==> src/rtl/dual_vote_pkg.sv <==
package dual_vote_pkg;
    parameter int unsigned VOTE_CODE_W = 8;
    typedef logic [VOTE_CODE_W-1:0] vote_code_t;
    localparam vote_code_t VOTE_AGREE  = vote_code_t'(8'h00);
    localparam vote_code_t VOTE_DIFFER = vote_code_t'(8'h03);
endpackage

==> src/rtl/dv_counter.sv <==
module dv_counter #(
    parameter int unsigned CNT_W = 16
) (
    input  logic             clk,
    input  logic             rst,
    input  logic             skip,
    output logic [CNT_W-1:0] count,
    output logic [CNT_W-1:0] link
);
    typedef struct packed {
        logic [CNT_W-1:0] cnt;
        logic [CNT_W-1:0] tx;
    } ctr_state_t;

    ctr_state_t st_d, st_q;

    always_comb begin
        st_d    = st_q;
        st_d.tx = st_q.cnt;
        if (!skip) begin
            st_d.cnt = st_q.cnt + CNT_W'(1);
        end
        if (rst) begin
            st_d = '0;
        end
    end

    always_ff @(posedge clk) begin
        st_q <= st_d;
    end

    assign count = st_q.cnt;
    assign link  = st_q.tx;
endmodule

==> src/rtl/dv_voter.sv <==
module dv_voter
    import dual_vote_pkg::*;
#(
    parameter int unsigned CNT_W = 16
) (
    input  logic             clk,
    input  logic             rst,
    input  logic [CNT_W-1:0] own_link,
    input  logic [CNT_W-1:0] far_link,
    output vote_code_t       code
);
    typedef struct packed {
        vote_code_t code;
    } vote_state_t;

    vote_state_t st_d, st_q;

    always_comb begin
        st_d.code = (own_link != far_link) ? VOTE_DIFFER : VOTE_AGREE;
        if (rst) begin
            st_d = '0;
        end
    end

    always_ff @(posedge clk) begin
        st_q <= st_d;
    end

    assign code = st_q.code;
endmodule

==> src/rtl/dv_tally.sv <==
module dv_tally
    import dual_vote_pkg::*;
#(
    parameter int unsigned ERR_W = 8
) (
    input  logic             clk,
    input  logic             rst,
    input  vote_code_t       code_a,
    input  vote_code_t       code_b,
    output logic [ERR_W-1:0] tally
);
    localparam logic [ERR_W-1:0] TALLY_MAX = '1;

    typedef struct packed {
        logic [ERR_W-1:0] cnt;
    } tally_state_t;

    tally_state_t st_d, st_q;
    logic         flagged;

    always_comb begin
        flagged = (code_a != VOTE_AGREE) || (code_b != VOTE_AGREE);
        st_d    = st_q;
        if (flagged && (st_q.cnt != TALLY_MAX)) begin
            st_d.cnt = st_q.cnt + ERR_W'(1);
        end
        if (rst) begin
            st_d = '0;
        end
    end

    always_ff @(posedge clk) begin
        st_q <= st_d;
    end

    assign tally = st_q.cnt;
endmodule

==> src/rtl/dual_vote_top.sv <==
module dual_vote_top
    import dual_vote_pkg::*;
#(
    parameter int unsigned CNT_W = 16,
    parameter int unsigned ERR_W = 8
) (
    input  logic             clk,
    input  logic             rst,
    input  logic             inj_skip_a,
    input  logic             inj_skip_b,
    output logic [CNT_W-1:0] count_a,
    output logic [CNT_W-1:0] count_b,
    output logic [7:0]       vote_a,
    output logic [7:0]       vote_b,
    output logic [ERR_W-1:0] err_count
);
    localparam int unsigned SIDES = 2;

    logic [SIDES-1:0] skip_v;
    logic [CNT_W-1:0] cnt_v  [SIDES];
    logic [CNT_W-1:0] link_v [SIDES];
    vote_code_t       code_v [SIDES];

    assign skip_v = {inj_skip_b, inj_skip_a};

    for (genvar s = 0; s < SIDES; s++) begin : g_side
        dv_counter #(.CNT_W(CNT_W)) i_ctr (
            .clk   (clk),
            .rst   (rst),
            .skip  (skip_v[s]),
            .count (cnt_v[s]),
            .link  (link_v[s])
        );

        dv_voter #(.CNT_W(CNT_W)) i_vote (
            .clk      (clk),
            .rst      (rst),
            .own_link (link_v[s]),
            .far_link (link_v[SIDES-1-s]),
            .code     (code_v[s])
        );
    end

    dv_tally #(.ERR_W(ERR_W)) i_tally (
        .clk    (clk),
        .rst    (rst),
        .code_a (code_v[0]),
        .code_b (code_v[1]),
        .tally  (err_count)
    );

    assign count_a = cnt_v[0];
    assign count_b = cnt_v[1];
    assign vote_a  = code_v[0];
    assign vote_b  = code_v[1];
endmodule

==> config.mk <==
export PLATFORM = sky130hd
export DESIGN_NAME = dual_vote_top
export DESIGN_NICKNAME = d
export VERILOG_FILES = /design/src/rtl/dual_vote_pkg.sv /design/src/rtl/dv_counter.sv /design/src/rtl/dv_voter.sv /design/src/rtl/dv_tally.sv /design/src/rtl/dual_vote_top.sv
export SDC_FILE = /design/constraint.sdc
export NUM_CORES = 1
export LEC_CHECK = 0
export ABC_AREA = 1
export BUFFER_PORTS_ARGS = -buffer_cell sky130_fd_sc_hd__clkbuf_2
export CORE_MARGIN = 2
export CORE_UTILIZATION = 35
export DETAILED_ROUTE_END_ITERATION = 10
export PLACE_DENSITY = 0.64
export SYNTH_ARGS = -nofsm -noshare
export SYNTH_HDL_FRONTEND = slang
export SYNTH_SLANG_ARGS = --single-unit
==> constraint.sdc <==
create_clock -name clk -period 3.7 [get_ports clk]
set_input_delay 0 -clock clk [delete_from_list [all_inputs] [get_ports clk]]
set_output_delay 0 -clock clk [all_outputs]
set_load 0.03 [all_outputs]
==> flow_summary.json, run 1 <==
{
  "hp-class": "in -> reg",
  "cp-end-kind": "flop",
  "grt-ovfl-total": 0,
  "peakVddDrop_uv": 137,
  "synthFlopType": "dfxtp_1",
  "htree_num_levels": 3,
  "gp_congestion": 0.835,
  "r2r_start": "g_side[0].i_ctr.count[0]",
  "port_buffers": 47,
  "firstDrtPassIters": 6,
  "final_cells": 649,
  "ys_types": 29,
  "clock_latency_ns": 0.34,
  "drt-initial-drc-count": 104,
  "powerDensity_mw_per_mm2": 384,
  "rsz0062_at_grt": "false",
  "critPathCapture": "g_side[0].i_ctr.count[10]",
  "worstPathCellList": "ha_1 -> nand3_2 -> nor2_4 -> nand2_2 -> nor2_4 -> nand3_1 -> o21ai_0 -> inv_1",
  "max_cap_violations": 0,
  "p_leak_uw": 0.00162,
  "slew_viol_final": 0,
  "die_w_um": 101,
  "start_util_pct": 35.9,
  "hpwlAfterDp_um": 5170,
  "clkTransAtPathRegs_ns": 0.08,
  "grt_first_pass_wirelength_um": 11600,
  "skew_ns": 0.0107,
  "setup.worst_path.class": "reg -> reg",
  "cts-root-buf": "clkbuf_8",
  "floorplan.rows": 35,
  "grt_max_degree": 50,
  "cts.sinks": 73,
  "cts_tree": "built",
  "worstPathArrival_ns": 1.65,
  "yosysWarnings": 0,
  "clock_path_buffers": 2,
  "synth_area_mm2": 0.00332,
  "async_flop_share_pct": 0,
  "max_stage_delay_ns": 0.43,
  "die_y_um": 101,
  "final_layout_size_suffix_gt1_share_pct": 16.9,
  "fin_setup_tns_ns": 0,
  "r2r_slack_ns": 2.29,
  "finalHoldViolations": 0,
  "routed_wl_um": 6910,
  "avgSynthCellArea_um2": 7.14,
  "cp_slowest_cell": "dfxtp_1",
  "clock.fmax_mhz": 708,
  "ios": 60,
  "crit_path_start": "g_side[0].i_ctr.count[0]",
  "relSlewSlack_pct": 49.2,
  "ant_nets": 0,
  "cp_max_fo": 6,
  "num_vias": 2875,
  "die_area_mm2": 0.0103,
  "critPathRequiredTime_ns": 3.94,
  "grt_pass1_vias": 2604,
  "wl_per_cell_um": 10.7,
  "r2r_end": "g_side[0].i_ctr.count[10]",
  "drc": 0,
  "synth-seq-cells": 73,
  "final.period_utilization_pct": 38.2,
  "outcome": "finished, final reports clean",
  "dp_cells": 631,
  "areaGrowthSynthToFinish_pct": 15.0,
  "fin_nets": 522,
  "antennaDiodeCount": 0,
  "cp-start-kind": "flop",
  "setup_violations": 0,
  "ys_seq_area_share_pct": 44.0,
  "grt_usage_pct": 14.1,
  "crit_top_cell": "nor2_4",
  "period_needed_ns": 1.41,
  "ff2ff_path_depth": 8,
  "synth_cells": 465,
  "core_area_mm2": 0.00924,
  "viasPerCell": 4.43,
  "synth-edff-count": 0,
  "worst_slew_pin_slew_ns": 0.761,
  "cts_made_buffers": 9,
  "antenna_found_initial": 0
}
cell usage after synthesis, drive strengths merged, types with 2 or more instances:
cell    instances  area share, %
dfxtp          73             44
clkbuf          2           0.23
nor3b           3            1.1
inv            88            9.9
nor2           78             10
o21ai          19            2.9
nand4           6            1.1
a21oi          22            3.3
nand2         104             12
nor3           10            2.0
ha              3            1.1
nand3          26            5.0
buf            20            4.0
xnor2           7            1.8
a211oi          2           0.45
worst max-delay path, delay by kind of cell, from the launching register on:
family,cells,cell delay [ns]
simple gates,5,0.53
flops,1,0.43
fa+ha+maj,1,0.23
compound gates,1,0.08
buf+inv,1,0.05
worst min-delay path by stage:
stage                          start                   endpoint  cells past startpoint  slack (ns)
after floorplan                  rst    g_side[0].i_ctr.link[7]                      1        0.08
after global placement    inj_skip_a   g_side[0].i_ctr.count[1]                      2        0.29
after detailed placement  inj_skip_a   g_side[0].i_ctr.count[1]                      2        0.29
after global routing             rst  g_side[1].i_ctr.count[13]                      3        0.24
final                            rst    g_side[0].i_ctr.link[4]                      3        0.20
after CTS                        rst    g_side[0].i_ctr.link[4]                      3        0.19
logic make-up (layout without fill, tap and decap cells):
family / count (synthesis) / after routing / synth area share (%)
AOI/OAI and AO/OA: 44 / 44 / 6.86
buffers and inverters: 110 / 154 / 14.2
other: 1 / 12 / 0.113
adders and majority gates: 3 / 3 / 1.13
DFF: 73 / 73 / 44.0
xor gates and xnor gates: 7 / 7 / 1.85
and+or+nand+nor: 227 / 227 / 31.8
through the flow:
| stage | cell area, um2 | hold slack (ns) | setup slack (ns) | util [%] | power, uW |
|---|---|---|---|---|---|
| floorplan | 3360 | 0.0841 | 2.16 | - | 914 |
| global placement | 3620 | 0.287 | 2.27 | 39.2 | 924 |
| detailed placement | 3620 | 0.294 | 2.24 | 39.2 | 926 |
| CTS | 3820 | 0.193 | 2.28 | 41.3 | 1490 |
| global route | 3820 | 0.241 | 2.12 | 41.3 | 1530 |
| finish | 3820 | 0.198 | 2.29 | 41.3 | 1470 |
layer usage:
| layer | GRT usage (%) | share of wire [%] | wire, um | up-vias |
|---|---|---|---|---|
| met5 | 0 | 0 | 0 | - |
| met4 | 5.93 | 1.4 | 99 | 0 |
| met3 | 2.62 | 3.9 | 271 | 10 |
| met2 | 24.2 | 49 | 3370 | 61 |
| met1 | 17.4 | 46 | 3170 | 1314 |
| li1 | - | - | - | 1490 |
sequential cells by signal, indices dropped and copies added (netlist names):
register / count
g_side.i_ctr.link: 32
g_side.i_vote.code: 1
i_tally.tally: 8
g_side.i_ctr.count: 32
layout by cell type, fill, tap and decap left out, drive strengths merged:
cell / count
a211oi: 2
a21oi: 22
buf: 1
clkbuf: 61
clkinv: 1
clkinvlp: 1
conb: 12
dfxtp: 73
dlygate4sd3: 2
ha: 3
inv: 88
nand2: 104
nand3: 26
nand4: 6
nor2: 78
nor3: 10
nor3b: 3
o21ai: 19
o21bai: 1
xnor2: 7
where the power goes:
group	leakage [uW]	switching (uW)	internal [uW]
logic	0.000946	75.9	23.8
registers	0.000590	13.4	795
clock network	0.0000867	280	280
total	0.00162	369	1100
cell type report:
class	count	area [um2]
Inverter	88	330
Fill cell	952	5420
Clock buffer	14	163
Clock inverter	2	12.5
Tap cell	129	161
Timing Repair Buffer	50	263
Sequential cell	73	1460
Multi-Input combinational cell	293	1430
what timing repair did:
item,in CTS,in global routing
setup buffers,0,0
gates resized for setup,0,0
hold buffers,2,0
endpoints found under the hold margin,3,0
No activity file was read; power rests on OpenSTA's default activity.
==> run 2: changes to the inputs <==
--- a/config.mk
+++ b/config.mk
@@ -10,7 +10,7 @@
 export CORE_MARGIN = 2
 export CORE_UTILIZATION = 35
 export DETAILED_ROUTE_END_ITERATION = 10
-export PLACE_DENSITY = 0.64
+export PLACE_DENSITY = 0.66
 export SYNTH_ARGS = -nofsm -noshare
 export SYNTH_HDL_FRONTEND = slang
 export SYNTH_SLANG_ARGS = --single-unit
==> constraint.sdc (replaced) <==
create_clock -name clk -period 1.3 [get_ports clk]
set_input_delay 0 -clock clk [delete_from_list [all_inputs] [get_ports clk]]
set_output_delay 0 -clock clk [all_outputs]
set_load 0.03 [all_outputs]
==> run 2 against run 1 <==
Against the previous run:
- combinational power grew to 3.3 times the previous value
- final cell count is 2.9% higher
- clock power grew to 3.4 times the previous value
- utilization is 3.4 points higher
- routed wire length is 1.4% higher
- power grew to 3.1 times the previous value
- hold slack better by 0.25 ns
- sequential power grew to 2.8 times the previous value
- clock-buffer cell count is 4 lower
- cell area is 8.3% higher
- first-iteration DRC count is 9.6% higher
- critical path type unchanged
- largest cell class is now multi-input combinational cells
- largest power group unchanged
- highest routed layer unchanged
==> flow_summary.json, run 2 (same netlist as run 1, synthesis figures left out) <==
{
  "powerDensity_mw_per_mm2": 1090,
  "clock.fmax_mhz": 793,
  "top_usage_layer": "met2",
  "clock_path_buffers": 2,
  "cts_tree": "built",
  "skew_ns": 0.0109,
  "period_needed_ns": 1.26,
  "routed_wl_um": 7010,
  "die_y_um": 101,
  "worstPathCellList": "ha_4 -> nand3_4 -> nor2_4 -> nand2_2 -> nor2_4 -> nand3_1 -> o21ai_1 -> inv_1",
  "final_layout_size_suffix_gt1_share_pct": 25.6,
  "grt_use_met2_pct": 25.6,
  "max_stage_delay_ns": 0.38,
  "cts.sinks": 73,
  "fin_nets": 541,
  "cp-end-kind": "flop",
  "final_core_util_pct": 44.8,
  "place_ws_ns": 0.0354,
  "ant_nets": 0,
  "clkTransAtPathRegs_ns": 0.08,
  "final_common_cell": "nand2_1",
  "final_cell_mix": "nand2_1, inv_1, nor2_1, dfxtp_1, clkbuf_2",
  "antenna_found_initial": 0,
  "gp_congestion": 0.845,
  "antennaDiodeCount": 0,
  "setup.worst_path.class": "reg -> reg",
  "outcome": "finished, final reports clean",
  "cp_slowest_cell": "dfxtp_4",
  "floorplan.rows": 35,
  "final_cells": 668,
  "areaGrowthSynthToFinish_pct": 24.6,
  "core_area_mm2": 0.00924,
  "viasPerCell": 4.31,
  "grt_usage_pct": 14.1,
  "use_met3_pct": 2.76,
  "setup_violations": 0,
  "p_leak_uw": 0.00176,
  "cts_made_buffers": 9,
  "cp-start-kind": "flop",
  "htree_num_levels": 3,
  "clock_latency_ns": 0.34,
  "cts-root-buf": "clkbuf_8",
  "use_met1_pct": 15.9,
  "holdWs_ns": 0.451,
  "peakVddDrop_uv": 485,
  "die_area_mm2": 0.0103,
  "max_cap_violations": 0,
  "grt_pass1_vias": 2753,
  "grt_first_pass_wirelength_um": 11600,
  "setup_ws_ns": 0.0389,
  "die_w_um": 101,
  "num_vias": 2882,
  "wl_per_cell_um": 10.5,
  "grt_max_degree": 25,
  "finalHoldViolations": 0,
  "firstDrtPassIters": 4,
  "critPathRequiredTime_ns": 1.55,
  "hpwlAfterDp_um": 5210,
  "drt-initial-drc-count": 114,
  "worstPathArrival_ns": 1.51,
  "hp-class": "in -> reg",
  "start_util_pct": 35.9,
  "rsz0062_at_grt": "true",
  "cp_max_fo": 5,
  "crit_top_cell": "nor2_4",
  "port_buffers": 47,
  "final.period_utilization_pct": 97.0,
  "slew_viol_final": 0,
  "drc": 0,
  "dp_cells": 643,
  "grt-ovfl-total": 0,
  "ios": 60,
  "n_fill_cell": 912
}
[run 2: cell count changes in the layout (fill, tap and decap cells not counted), moves of 3 or more]
cell	previous run	this run
nand2_2	3	6
dfxtp_2	0	11
dfxtp_1	73	55
dfxtp_4	0	7
ha_1	3	0
buf_4	1	18
o21ai_0	15	12
ha_4	0	3
nand2_1	100	97
[run 2: critical path, delay by kind of cell, from the launching register on]
| family | cells | cell delay [ns] |
|---|---|---|
| compound gates | 1 | 0.07 |
| fa+ha+maj | 1 | 0.15 |
| buf+inv | 1 | 0.05 |
| flops | 1 | 0.38 |
| simple gates | 5 | 0.52 |
[run 2: path summary, 6_finish.rpt]
kind / slack [ns] / cells past startpoint / start / endpoint
hold reg to reg: 0.48 / 2 / g_side[0].i_ctr.count[3] / g_side[0].i_ctr.link[3]
setup / recovery: 0.04 / 8 / g_side[0].i_ctr.count[1] / g_side[0].i_ctr.count[10]
setup reg to reg: 0.04 / 8 / g_side[0].i_ctr.count[1] / g_side[0].i_ctr.count[10]
hold / removal: 0.45 / 3 / inj_skip_a / g_side[0].i_ctr.count[1]
[run 2: per-layer routing]
| metal | wire length [um] | vias to the layer above | part of all wire, % |
|---|---|---|---|
| met5 | 0 | - | 0 |
| met4 | 139 | 0 | 2.0 |
| met3 | 180 | 13 | 2.6 |
| met2 | 3480 | 49 | 50 |
| met1 | 3210 | 1291 | 46 |
| li1 | - | 1529 | - |
[run 2: timing repair]
item / in CTS / in global routing
hold buffers: 3 / 0
setup endpoints to repair: 0 / 23
hold endpoints to repair: 9 / 0
resized for setup: 0 / 27
setup buffers: 0 / 6
[run 2: metrics by stage]
| step | power (uW) | TNS [ns] | instance area [um2] |
|---|---|---|---|
| final | 4510 | 0 | 4140 |
| after global routing | 4700 | -0.168 | 4140 |
| after CTS | 4540 | 0 | 4000 |
| after detailed placement | 2650 | 0 | 3760 |
| after global placement | 2650 | 0 | 3760 |
| after floorplan | 2600 | -0.00326 | 3390 |
[run 2: area by class of cell]
cell class	count	area, um2	share of cell area [%]
Multi-Input combinational cell	293	1510	36.6
Sequential cell	73	1500	36.3
Timing Repair Buffer	69	420	10.2
Inverter	88	330	7.99
Tap cell	129	161	3.90
Clock buffer	10	128	3.09
Clock inverter	6	82.6	2.00
[run 2: power breakdown]
group / switching [uW] / leakage (uW) / internal [uW]
Sequential: 37.7 / 0.000600 / 2260
Combinational: 230 / 0.00105 / 99.4
Clock: 814 / 0.000106 / 1070
Total: 1080 / 0.00176 / 3430
==> run 3: changes to the inputs <==
--- a/config.mk
+++ b/config.mk
@@ -8,9 +8,9 @@
 export ABC_AREA = 1
 export BUFFER_PORTS_ARGS = -buffer_cell sky130_fd_sc_hd__clkbuf_2
 export CORE_MARGIN = 2
-export CORE_UTILIZATION = 35
+export CORE_UTILIZATION = 50
 export DETAILED_ROUTE_END_ITERATION = 10
-export PLACE_DENSITY = 0.66
+export PLACE_DENSITY = 0.86
 export SYNTH_ARGS = -nofsm -noshare
 export SYNTH_HDL_FRONTEND = slang
 export SYNTH_SLANG_ARGS = --single-unit
==> run 3 against run 2 <==
Against the previous run:
- die area down 29%
- worst setup slack better by 0.0031 ns
- cell area down 2.4%
- final cell count down 8.5%
- combinational power up 4%
- register-to-register slack about the same
- clock-buffer cell count up 2
- via count up 4.3%
- clock skew down 0.0065 ns
- highest routed layer unchanged
==> flow_summary.json, run 3 (same netlist as run 1, synthesis figures left out) <==
{
  "cts_tree": "built",
  "areaGrowthSynthToFinish_pct": 21.6,
  "fin_setup_tns_ns": 0,
  "p_leak_uw": 0.00174,
  "grt_first_pass_wirelength_um": 11600,
  "htree_num_levels": 3,
  "die_area_mm2": 0.00731,
  "die_w_um": 85.5,
  "intPower_uw": 3140,
  "routed_wl_um": 7080,
  "clock_latency_ns": 0.34,
  "cts-root-buf": "clkbuf_8",
  "grt_max_degree": 49,
  "port_buffers": 47,
  "cts.sinks": 73,
  "gp_congestion": 0.885,
  "drc": 0,
  "final_common_cell": "nand2_1",
  "hp-class": "in -> reg",
  "max_cap_violations": 0,
  "combPwrFrac_pct": 8.1,
  "clock_path_buffers": 2,
  "rsz0062_at_grt": "true",
  "p_seq_share_pct": 54.6,
  "slew_viol_final": 0,
  "period_needed_ns": 1.26,
  "p_switching_uw": 1070,
  "ant_nets": 0,
  "num_vias": 3005,
  "hpwlAfterDp_um": 5100,
  "cp-start-kind": "flop",
  "final_cell_mix": "nand2_1, inv_1, nor2_1, dfxtp_1, clkbuf_2",
  "outcome": "finished, final reports clean",
  "cp-end-kind": "flop",
  "viasPerCell": 4.92,
  "final_layout_size_suffix_gt1_share_pct": 25.5,
  "clkTransAtPathRegs_ns": 0.07,
  "die_y_um": 85.5,
  "setup.worst_path.class": "reg -> reg",
  "peakVddDrop_uv": 820,
  "critPathRequiredTime_ns": 1.52,
  "power_uw": 4210,
  "antenna_found_initial": 0,
  "setup_violations": 0,
  "firstDrtPassIters": 5,
  "cts_made_buffers": 9,
  "floorplan.rows": 29,
  "powerDensity_mw_per_mm2": 1040,
  "p_clk_share_pct": 37.3,
  "grt-ovfl-total": 0,
  "wl_per_cell_um": 11.6,
  "finalHoldViolations": 0,
  "ios": 60,
  "skew_ns": 0.00443,
  "worstPathArrival_ns": 1.48,
  "core_area_mm2": 0.00639,
  "grt_usage_pct": 19.6,
  "grt_pass1_vias": 2796,
  "antennaDiodeCount": 0,
  "fin_nets": 536,
  "swShare_pct": 25.3,
  "cp_max_fo": 4,
  "start_util_pct": 52.0,
  "clock.fmax_mhz": 795,
  "drt-initial-drc-count": 126,
  "final.period_utilization_pct": 96.8
}
==> run 3: layout make-up <==
cell class                      instances  area [um2]
Clock buffer                           12         155
Clock inverter                          4        17.5
Fill cell                             534        2350
Inverter                               88         333
Multi-Input combinational cell        293        1540
Sequential cell                        73        1500
Tap cell                               77        96.3
Timing Repair Buffer                   64         393
==> run 3: critical path, cell delays in order, from the launching register on <==
cell     delay (ns)
dfxtp_4        0.38
ha_4           0.15
nand3_4        0.07
buf_4          0.14
buf_4          0.12
inv_1          0.10
nand3_1        0.08
nand2_1        0.07
nor2_1         0.03
==> run 3: power groups by stage <==
stage	clock network (uW)	registers, uW	logic (uW)
after global routing	1700	2300	375
after floorplan	0	2390	217
after global placement	0	2340	303
after detailed placement	0	2350	308
final	1570	2300	343
after CTS	1590	2290	323
==> run 3: worst paths after layout <==
| kind | start | to | slack, ns | cells past startpoint |
|---|---|---|---|---|
| setup / recovery | g_side[1].i_ctr.count[1] | g_side[1].i_ctr.count[4] | 0.04 | 8 |
| hold / removal | rst | g_side[0].i_ctr.link[2] | 0.11 | 3 |
| setup reg to reg | g_side[1].i_ctr.count[1] | g_side[1].i_ctr.count[4] | 0.04 | 8 |
| hold reg to reg | g_side[1].i_ctr.count[15] | g_side[1].i_ctr.link[15] | 0.47 | 2 |
==> run 3: per-layer routing <==
layer  vias up  share of wire (%)  global-route usage [%]
met2        75                 53                    35.4
met3        12                5.2                    4.62
met5         -                  0                       0
met1      1398                 40                    22.0
met4         0                1.4                    8.08
li1       1520                  -                       -
==> run 3: metrics by stage <==
step	std cells	setup slack, ns	cell area (um2)	hold WS, ns	util [%]
2_1_floorplan	476	-0.00326	3390	0.0793	-
3_3_place_gp	585	0.0556	3660	0.258	57.3
3_5_place_dp	585	-0.0530	3660	0.263	57.3
4_1_cts	605	0.00821	3890	0.0980	60.9
5_1_grt	611	-0.0568	4040	0.112	63.2
6_report	611	0.0420	4040	0.109	63.2
==> run 3: repair_timing <==
| action | 4_1_cts | 5_1_grt |
|---|---|---|
| gates resized for setup | 5 | 29 |
| pin swaps | 2 | 17 |
| buffers inserted | 2 | 6 |
| hold buffers | 2 | 0 |
| gates cloned | 0 | 0 |
| setup endpoints to repair | 2 | 21 |
| hold endpoints to repair | 3 | 0 |
